## src/rtl/misr_pkg.sv

```systemverilog
package misr_pkg;

  typedef enum logic [1:0] {
    OP_HOLD = 2'd0,
    OP_STEP = 2'd1,
    OP_LOAD = 2'd2
  } misr_op_e;

  // load wins over step
  function automatic misr_op_e decode_op(input logic load, input logic en);
    if (load)    return OP_LOAD;
    else if (en) return OP_STEP;
    else         return OP_HOLD;
  endfunction

endpackage

```

## src/rtl/misr_rst_sync.sv

```systemverilog
module misr_rst_sync (
  input  logic clk_i,
  input  logic arst_ni,
  output logic rst_no
);

  logic [1:0] sync_q;

  always_ff @(posedge clk_i or negedge arst_ni) begin
    if (!arst_ni) sync_q <= 2'b00;
    else          sync_q <= {sync_q[0], 1'b1};
  end

  assign rst_no = sync_q[1];

endmodule

```

## src/rtl/misr_next.sv

```systemverilog
module misr_next #(
  parameter int unsigned WIDTH = 3,
  parameter logic [WIDTH-1:0] POLY = 3'b011
) (
  input  logic [WIDTH-1:0] state_i,
  input  logic [WIDTH-1:0] data_i,
  output logic [WIDTH-1:0] next_o
);

  localparam int unsigned TOP = WIDTH - 1;

  logic fb;
  assign fb = state_i[TOP];

  for (genvar i = 0; i < WIDTH; i++) begin : g_stage
    if (i == 0) begin : g_first
      assign next_o[i] = (POLY[i] & fb) ^ data_i[i];
    end else begin : g_rest
      assign next_o[i] = state_i[i-1] ^ (POLY[i] & fb) ^ data_i[i];
    end
  end

endmodule

```

## src/rtl/misr_state.sv

```systemverilog
module misr_state
  import misr_pkg::*;
#(
  parameter int unsigned WIDTH = 3
) (
  input  logic             clk_i,
  input  logic             rst_ni,
  input  misr_op_e         op_i,
  input  logic [WIDTH-1:0] seed_i,
  input  logic [WIDTH-1:0] next_i,
  output logic [WIDTH-1:0] state_o
);

  logic [WIDTH-1:0] state_d, state_q;
  logic             state_en;

  always_comb begin
    state_en = 1'b0;
    state_d  = state_q;
    unique case (op_i)
      OP_LOAD: begin state_en = 1'b1; state_d = seed_i; end
      OP_STEP: begin state_en = 1'b1; state_d = next_i; end
      default: begin state_en = 1'b0; state_d = state_q; end
    endcase
  end

  always_ff @(posedge clk_i or negedge rst_ni) begin
    if (!rst_ni)       state_q <= '0;
    else if (state_en) state_q <= state_d;
  end

  assign state_o = state_q;


  load_takes_seed_chk: assert property (@(posedge clk_i) disable iff (!rst_ni)
    (op_i == OP_LOAD) |=> (state_o == $past(seed_i)));


  hold_stable_chk: assert property (@(posedge clk_i) disable iff (!rst_ni)
    (op_i == OP_HOLD) |=> $stable(state_o));

endmodule

```

## src/rtl/misr_match.sv

```systemverilog
module misr_match #(
  parameter int unsigned WIDTH = 3
) (
  input  logic [WIDTH-1:0] sig_i,
  input  logic [WIDTH-1:0] golden_i,
  output logic             match_o
);

  logic [WIDTH-1:0] diff;
  assign diff    = sig_i ^ golden_i;
  assign match_o = ~|diff;

endmodule

```

## src/rtl/sig_compactor.sv

```systemverilog
module sig_compactor
  import misr_pkg::*;
#(
  parameter int unsigned WIDTH = 3,
  parameter logic [WIDTH-1:0] POLY = 3'b011
) (
  input  logic             clk_i,
  input  logic             rst_ni,
  input  logic             seed_load_i,
  input  logic [WIDTH-1:0] seed_i,
  input  logic             step_en_i,
  input  logic [WIDTH-1:0] data_i,
  input  logic [WIDTH-1:0] golden_i,
  output logic [WIDTH-1:0] sig_o,
  output logic             match_o
);

  localparam int unsigned TOP = WIDTH - 1;

  logic             rst_n_sync;
  logic [WIDTH-1:0] state, next_state;
  misr_op_e         op;

  assign op = decode_op(seed_load_i, step_en_i);

  misr_rst_sync u_rst (
    .clk_i  (clk_i),
    .arst_ni(rst_ni),
    .rst_no (rst_n_sync)
  );

  misr_next #(.WIDTH(WIDTH), .POLY(POLY)) u_next (
    .state_i(state),
    .data_i (data_i),
    .next_o (next_state)
  );

  misr_state #(.WIDTH(WIDTH)) u_state (
    .clk_i  (clk_i),
    .rst_ni (rst_n_sync),
    .op_i   (op),
    .seed_i (seed_i),
    .next_i (next_state),
    .state_o(state)
  );

  misr_match #(.WIDTH(WIDTH)) u_match (
    .sig_i   (state),
    .golden_i(golden_i),
    .match_o (match_o)
  );

  assign sig_o = state;


  stage0_feedback_chk: assert property (@(posedge clk_i) disable iff (!rst_n_sync)
    (step_en_i && !seed_load_i) |=> (sig_o[0] == $past(sig_o[TOP] ^ data_i[0])));


  zero_fixed_chk: assert property (@(posedge clk_i) disable iff (!rst_n_sync)
    (step_en_i && !seed_load_i && sig_o == '0 && data_i == '0) |=> (sig_o == '0));

endmodule

```

## config.mk

```make
export PLATFORM = sky130hd
export DESIGN_NAME = sig_compactor
export DESIGN_NICKNAME = d
export VERILOG_FILES = /design/src/rtl/misr_pkg.sv /design/src/rtl/misr_rst_sync.sv /design/src/rtl/misr_next.sv /design/src/rtl/misr_state.sv /design/src/rtl/misr_match.sv /design/src/rtl/sig_compactor.sv
export SDC_FILE = /design/constraint.sdc
export NUM_CORES = 1
export LEC_CHECK = 0
export BUFFER_PORTS_ARGS = -buffer_cell sky130_fd_sc_hd__buf_2
export CAP_MARGIN = 15
export CORE_AREA = 10 10 47 49
export DETAILED_ROUTE_END_ITERATION = 16
export DIE_AREA = 0 0 57 59
export SYNTH_ARGS = -nofsm -noshare
export SYNTH_HDL_FRONTEND = slang
export SYNTH_SLANG_ARGS = --single-unit
```

## constraint.sdc

```tcl
create_clock -name clk_i -period 1.3 [get_ports clk_i]
set_input_delay 0.195 -clock clk_i [delete_from_list [all_inputs] [get_ports clk_i]]
set_output_delay 0.195 -clock clk_i [all_outputs]
set_load 0.03 [all_outputs]
```

==> flow_summary.toml, run 1 <==
[synth]
syn_area_um2 = 260.3
synthArstFlopShare_pct = 100.0
synth_cells = 25
synth_mux_area_share_pct = 7.692
synth_top_family_by_area = "XOR/XNOR gates"
yosysUniqueCellTypes = 14
synth_edf_count = 0
synth_xor_area_share_pct = 20.19
yosysWarningCount = 0
ys.flop_type = "dfrtp_1"
synth_compound_area_share_pct = 8.654
synthAdderAreaFrac_pct = 0
seq_area_frac_synth_pct = 48.08
avgSynthCellArea_um2 = 10.41
yosys.area_share.simple_pct = 13.94
synth_seq_cells = 5
syn_nets = 38
synth_top_area_cell = "dfrtp_1"
ys_top_cells_by_area = "dfrtp_1 (48%), xor2_1 (20%), mux2i_1 (7.7%)"
netlist.area_leader.share_pct = 48.08

[global_routing]
grt.overflow.total = 0
grt_max_degree = 9
grt_pass1_wl_mm = 1.386
antenna_found_initial = 0
grt_pass1_vias = 320
grt_usage_pct = 5.348

[layout]
instances_no_fill = 65
diodes = 0
drive_gt1_share_pct = 48.98
final_nets = 63
area_growth_syn_to_layout_pct = 70.67

[drt]
drt-total-wl_um = 801
first_pass_iters = 2
antenna_left = 0
vias_per_cell = 4.185
vias = 272
drtIter0Drc = 4
wl_per_cell_um = 12.32
drcViolationCount = 0

[setup_path]
start_kind = "flip-flop"
cp_slowest_cell = "dfrtp_1"
max_stage_delay_ns = 0.41
criticalPathCategory = "flip-flop to primary output"
cp_data_required_time_ns = 1.11
arrival_ns = 1.14
path_cells = "xor2_2, nor3_4, buf_6"
endpoint_kind = "primary output"
critical_path.max_fanout = 2

[sta]
slew_violations = 0
setup_ws_ns = -0.03787
fin_skew_ns = 0.002618
layout_min_cycle_time_ns = 1.338
fin_crit_sh_pct = 102.9
rsz0062_at_grt = "yes"
max_freq_mhz = 747.5
hold_violations = 0
setup_viol = 1
hold_ws_ns = 0.03188

[pwr]
leakage_uw = 0.0002222
pwr_density_cell_mw_per_mm2 = 1214
ir_drop_v = 0.0004730

[floorplan]
rows = 14
initial_utilization_pct = 18.57
die_h_um = 59
die-area_mm2 = 0.003363
die_w_um = 57
coreArea_mm2 = 0.001401
io_pins = 17

[run_status]
violations = "setup timing"
status = "finished, violations left"

[placement]
place_inst = 58
numPortBuffers = 16
dp_hpwl_um = 625
place_ws_ns = 0.1222
finalWeightedCongestion = 0.7497

[run]
drv_cap = 0

[clocking]
clk_latency_ns = 0.24
cts_buffers = 3
cts.sinks = 5
clk_pin_slew_ns = 0.04
cts_root_buf = "clkbuf_4"
h-tree-depth = 1
clock_path_buffers = 2
cts_tree = "yes"

[min_path]
hold_class = "flip-flop to async pin"
[synthesized netlist by cell type (2+ instances only)]
cell and n:
mux2i_1 2, xor2_1 6, dfrtp_1 5, nand2_1 2
[where the power goes]
group | internal, uW | switching, uW | leakage [uW] | total (uW)
logic | 78.3 | 97.9 | 0.000148 | 176
registers | 171 | 11.7 | 0.0000595 | 183
clock network | 116 | 63.6 | 0.0000150 | 180
total | 366 | 173 | 0.000222 | 539
[final timing paths]
path                                            to  slack, ns                from  cells past startpoint
worst max-delay path                       match_o      -0.04  u_state.state_o[0]                      3
worst min-delay path            u_state.state_o[0]       0.03     u_rst.sync_q[1]                      0
worst max register to register  u_state.state_o[1]       0.25  u_state.state_o[0]                      4
worst min register to register  u_state.state_o[0]       0.03     u_rst.sync_q[1]                      0
max in group asynchronous          u_rst.sync_q[0]       0.94              rst_ni                      2
min in group clk_i              u_state.state_o[2]       0.16           seed_i[2]                      3
[metal layers]
metal / GRT usage, % / part of all wire, % / vias up
li1: - / - / 132
met1: 4.831 / 34 / 125
met2: 7.907 / 49 / 15
met3: 4.936 / 16 / 0
met4: 3.020 / 0 / 0
met5: 0 / 0 / -
[logic make-up after synthesis]
group / count (synthesis)
and+or+nand+nor: 7
xor gates and xnor gates: 6
DFF: 5
AOI/OAI and AO/OA: 4
muxes: 2
other: 1
[state kept, by name (all words and copies together) (netlist names)]
name	count
u_state.state_o	3
u_rst.sync_q	2
[per-stage QoR]
step	power, uW	instance area, um^2	setup TNS [ns]	utilization, %
after floorplan	279.8	271.5	0	-
after global placement	337.7	379.1	0	27.05
after detailed placement	339.4	379.1	0	27.05
after CTS	554.1	444.2	-0.05050	31.70
after global routing	584.3	444.2	-0.09520	31.70
final	539.1	444.2	-0.03787	31.70
[cell usage in the layout, fill, tap and decap left out]
master,n
o211ai_1,1
dlygate4sd3_1,1
nor2_1,1
nor3_4,1
nor3b_1,1
buf_2,15
buf_4,3
nand3_1,1
xor2_2,1
buf_6,1
xor2_1,5
a21oi_1,1
conb_1,1
clkbuf_1,1
nand3b_1,1
mux2i_1,2
dfrtp_1,5
clkbuf_4,3
o21ai_1,1
nand2_1,2
o21ai_0,1
[worst max-delay path: cells and delay by family, from the launching register on]
family	cells	cell delay [ns]
DFF	1	0.41
buffers and inverters	1	0.15
xor gates and xnor gates	1	0.17
and+or+nand+nor	1	0.17
[layout make-up]
cell class                 count  area (um^2)
multi-input combinational     20        153.9
tap                           16        20.02
sequential                     5        125.1
clock buffer                   4        26.28
fill                         160        957.2
timing repair buffer          20        118.9
[what timing repair did]
item | in CTS | in global routing
gates cloned | 0 | 0
resized for setup | 3 | 0
buffers inserted | 2 | 0
hold buffers | 1 | 0
setup endpoints to repair | 1 | 1
pin swaps | 2 | 1
hold endpoints to repair | 2 | 0
No activity file was read; power rests on OpenSTA's default activity.
==> run 2: changes to the inputs <==
clock period = 1.37 ns   (was 1.3 ns; I/O delays follow)
==> run 2 against run 1 <==
Against the previous run: the run now ends clean; sequential power down 4%; count of clock-buffer cells in the layout unchanged; clock skew about the same; first-iteration DRC count unchanged; power down 4.4%; combinational power down 3%.
==> flow_summary.toml, run 2 (same netlist as run 1, synthesis figures left out) <==
[layout]
most-common-layout-cells = "buf_2 (15), dfrtp_1 (5), xor2_1 (4), clkbuf_4 (3), buf_4 (3)"
area_growth_syn_to_layout_pct = 73.56
diodes = 0
layout.cells.most_common = "buf_2"
final_nets = 63
final_util_pct = 32.23
largest_reg_flops = 3
fillers = 158
drive_gt1_share_pct = 51.02

[sta]
max_freq_mhz = 747.5
fin_skew_ns = 0.002619
rsz0062_at_grt = "yes"
layout_min_cycle_time_ns = 1.338
setup_viol = 0
hold_violations = 0
fin_crit_sh_pct = 97.65
setup_ws_ns = 0.03221
slew_violations = 0

[placement]
finalWeightedCongestion = 0.7497
numPortBuffers = 16
place_ws_ns = 0.1817
dp_hpwl_um = 625

[drt]
antenna_left = 0
vias = 274
drcViolationCount = 0
vias_per_cell = 4.215
drt-total-wl_um = 810
drtIter0Drc = 4
first_pass_iters = 2
wl_per_cell_um = 12.46

[setup_path]
criticalPathCategory = "flip-flop to primary output"
endpoint_kind = "primary output"
crit_buf_inv = 1
cp_data_required_time_ns = 1.16
rrSetupSlack_ns = 0.31
cp_slowest_cell = "dfrtp_1"
start_kind = "flip-flop"
path_cells = "xor2_1, nor3_4, buf_6"
critical_path.max_fanout = 2
r2r-start = "u_state.state_o[2]"
reg2regPathDepth = 4
max_stage_delay_ns = 0.38
r2r_end = "u_state.state_o[0]"
setup.worst_path.start = "u_state.state_o[1]"
crit_family = "flip-flops"
arrival_ns = 1.13

[clocking]
h-tree-depth = 1
cts.sinks = 5
cts_tree = "yes"
clk_pin_slew_ns = 0.04
clk_latency_ns = 0.24
clock_path_buffers = 2
cts_root_buf = "clkbuf_4"
cts_buffers = 3

[floorplan]
die_w_um = 57
io_pins = 17
coreArea_mm2 = 0.001401
initial_utilization_pct = 18.57
rows = 14
die-area_mm2 = 0.003363
die_h_um = 59

[pwr]
leakage_uw = 0.0002236
pwr_density_cell_mw_per_mm2 = 1141
ir_drop_v = 0.0004489

[global_routing]
grt_pass1_wl_mm = 1.345
grt_max_degree = 9
grt_pass1_vias = 310
grt_usage_pct = 5.169
antenna_found_initial = 0
grt.overflow.total = 0

[run]
drv_cap = 0

[min_path]
hold_class = "flip-flop to async pin"

[run_status]
status = "completed"
run 2: cell counts in the layout (fill, tap and decap cells not counted):
No cell type changed its count.
run 2: worst max path at each step:
stage / endpoint / slack (ns) / cells past startpoint
2_1_floorplan: match_o / 0.08 / 2
3_3_place_gp: match_o / 0.19 / 3
3_5_place_dp: match_o / 0.18 / 3
4_1_cts: match_o / 0.004 / 3
5_1_grt: match_o / -0.03 / 3
6_report: match_o / 0.03 / 3
run 2: worst reg2reg max path: stages (launching register included):
cell and delay [ns]:
dfrtp_1 0.40, buf_4 0.17, xor2_1 0.15, mux2i_1 0.15, o21ai_1 0.07
run 2: metal layers:
layer	track usage, %	part of all wire (%)	vias up
met4	3.020	0	0
met2	7.287	50	15
met5	0	0	-
met3	4.936	16	0
met1	4.819	34	128
li1	-	-	131
run 2: area by class of cell:
| class | count | area [um^2] | share of cell area [%] |
|---|---|---|---|
| Clock buffer | 4 | 26.28 | 5.817 |
| Tap cell | 16 | 20.02 | 4.432 |
| Sequential cell | 5 | 125.1 | 27.70 |
| Timing Repair Buffer | 20 | 118.9 | 26.32 |
| Multi-Input combinational cell | 20 | 161.4 | 35.73 |
run 2: through the flow:
stage               total power [uW]  hold WS, ns  cells  cell area [um^2]  TNS [ns]
floorplan                      265.5     -0.09009     25             271.5         0
global placement               320.4    -0.008071     58             379.1         0
detailed placement             322.0    -0.006059     58             379.1         0
CTS                            523.0      0.03802     65             436.7         0
global route                   557.8      0.04447     65             451.7  -0.03003
finish                         515.5      0.03243     65             451.7         0
run 2: repair_timing:
item	4_1_cts	5_1_grt
endpoints found under the setup margin	1	1
pin swaps	0	1
endpoints found under the hold margin	2	0
hold buffers	1	0
gates resized for setup	2	2
buffers inserted	2	0
run 2: power by group:
group / switching, uW / leakage, uW / internal [uW]
Sequential: 12.5 / 0.0000595 / 163
Combinational: 93.8 / 0.000149 / 76.0
Clock: 60.4 / 0.0000150 / 110
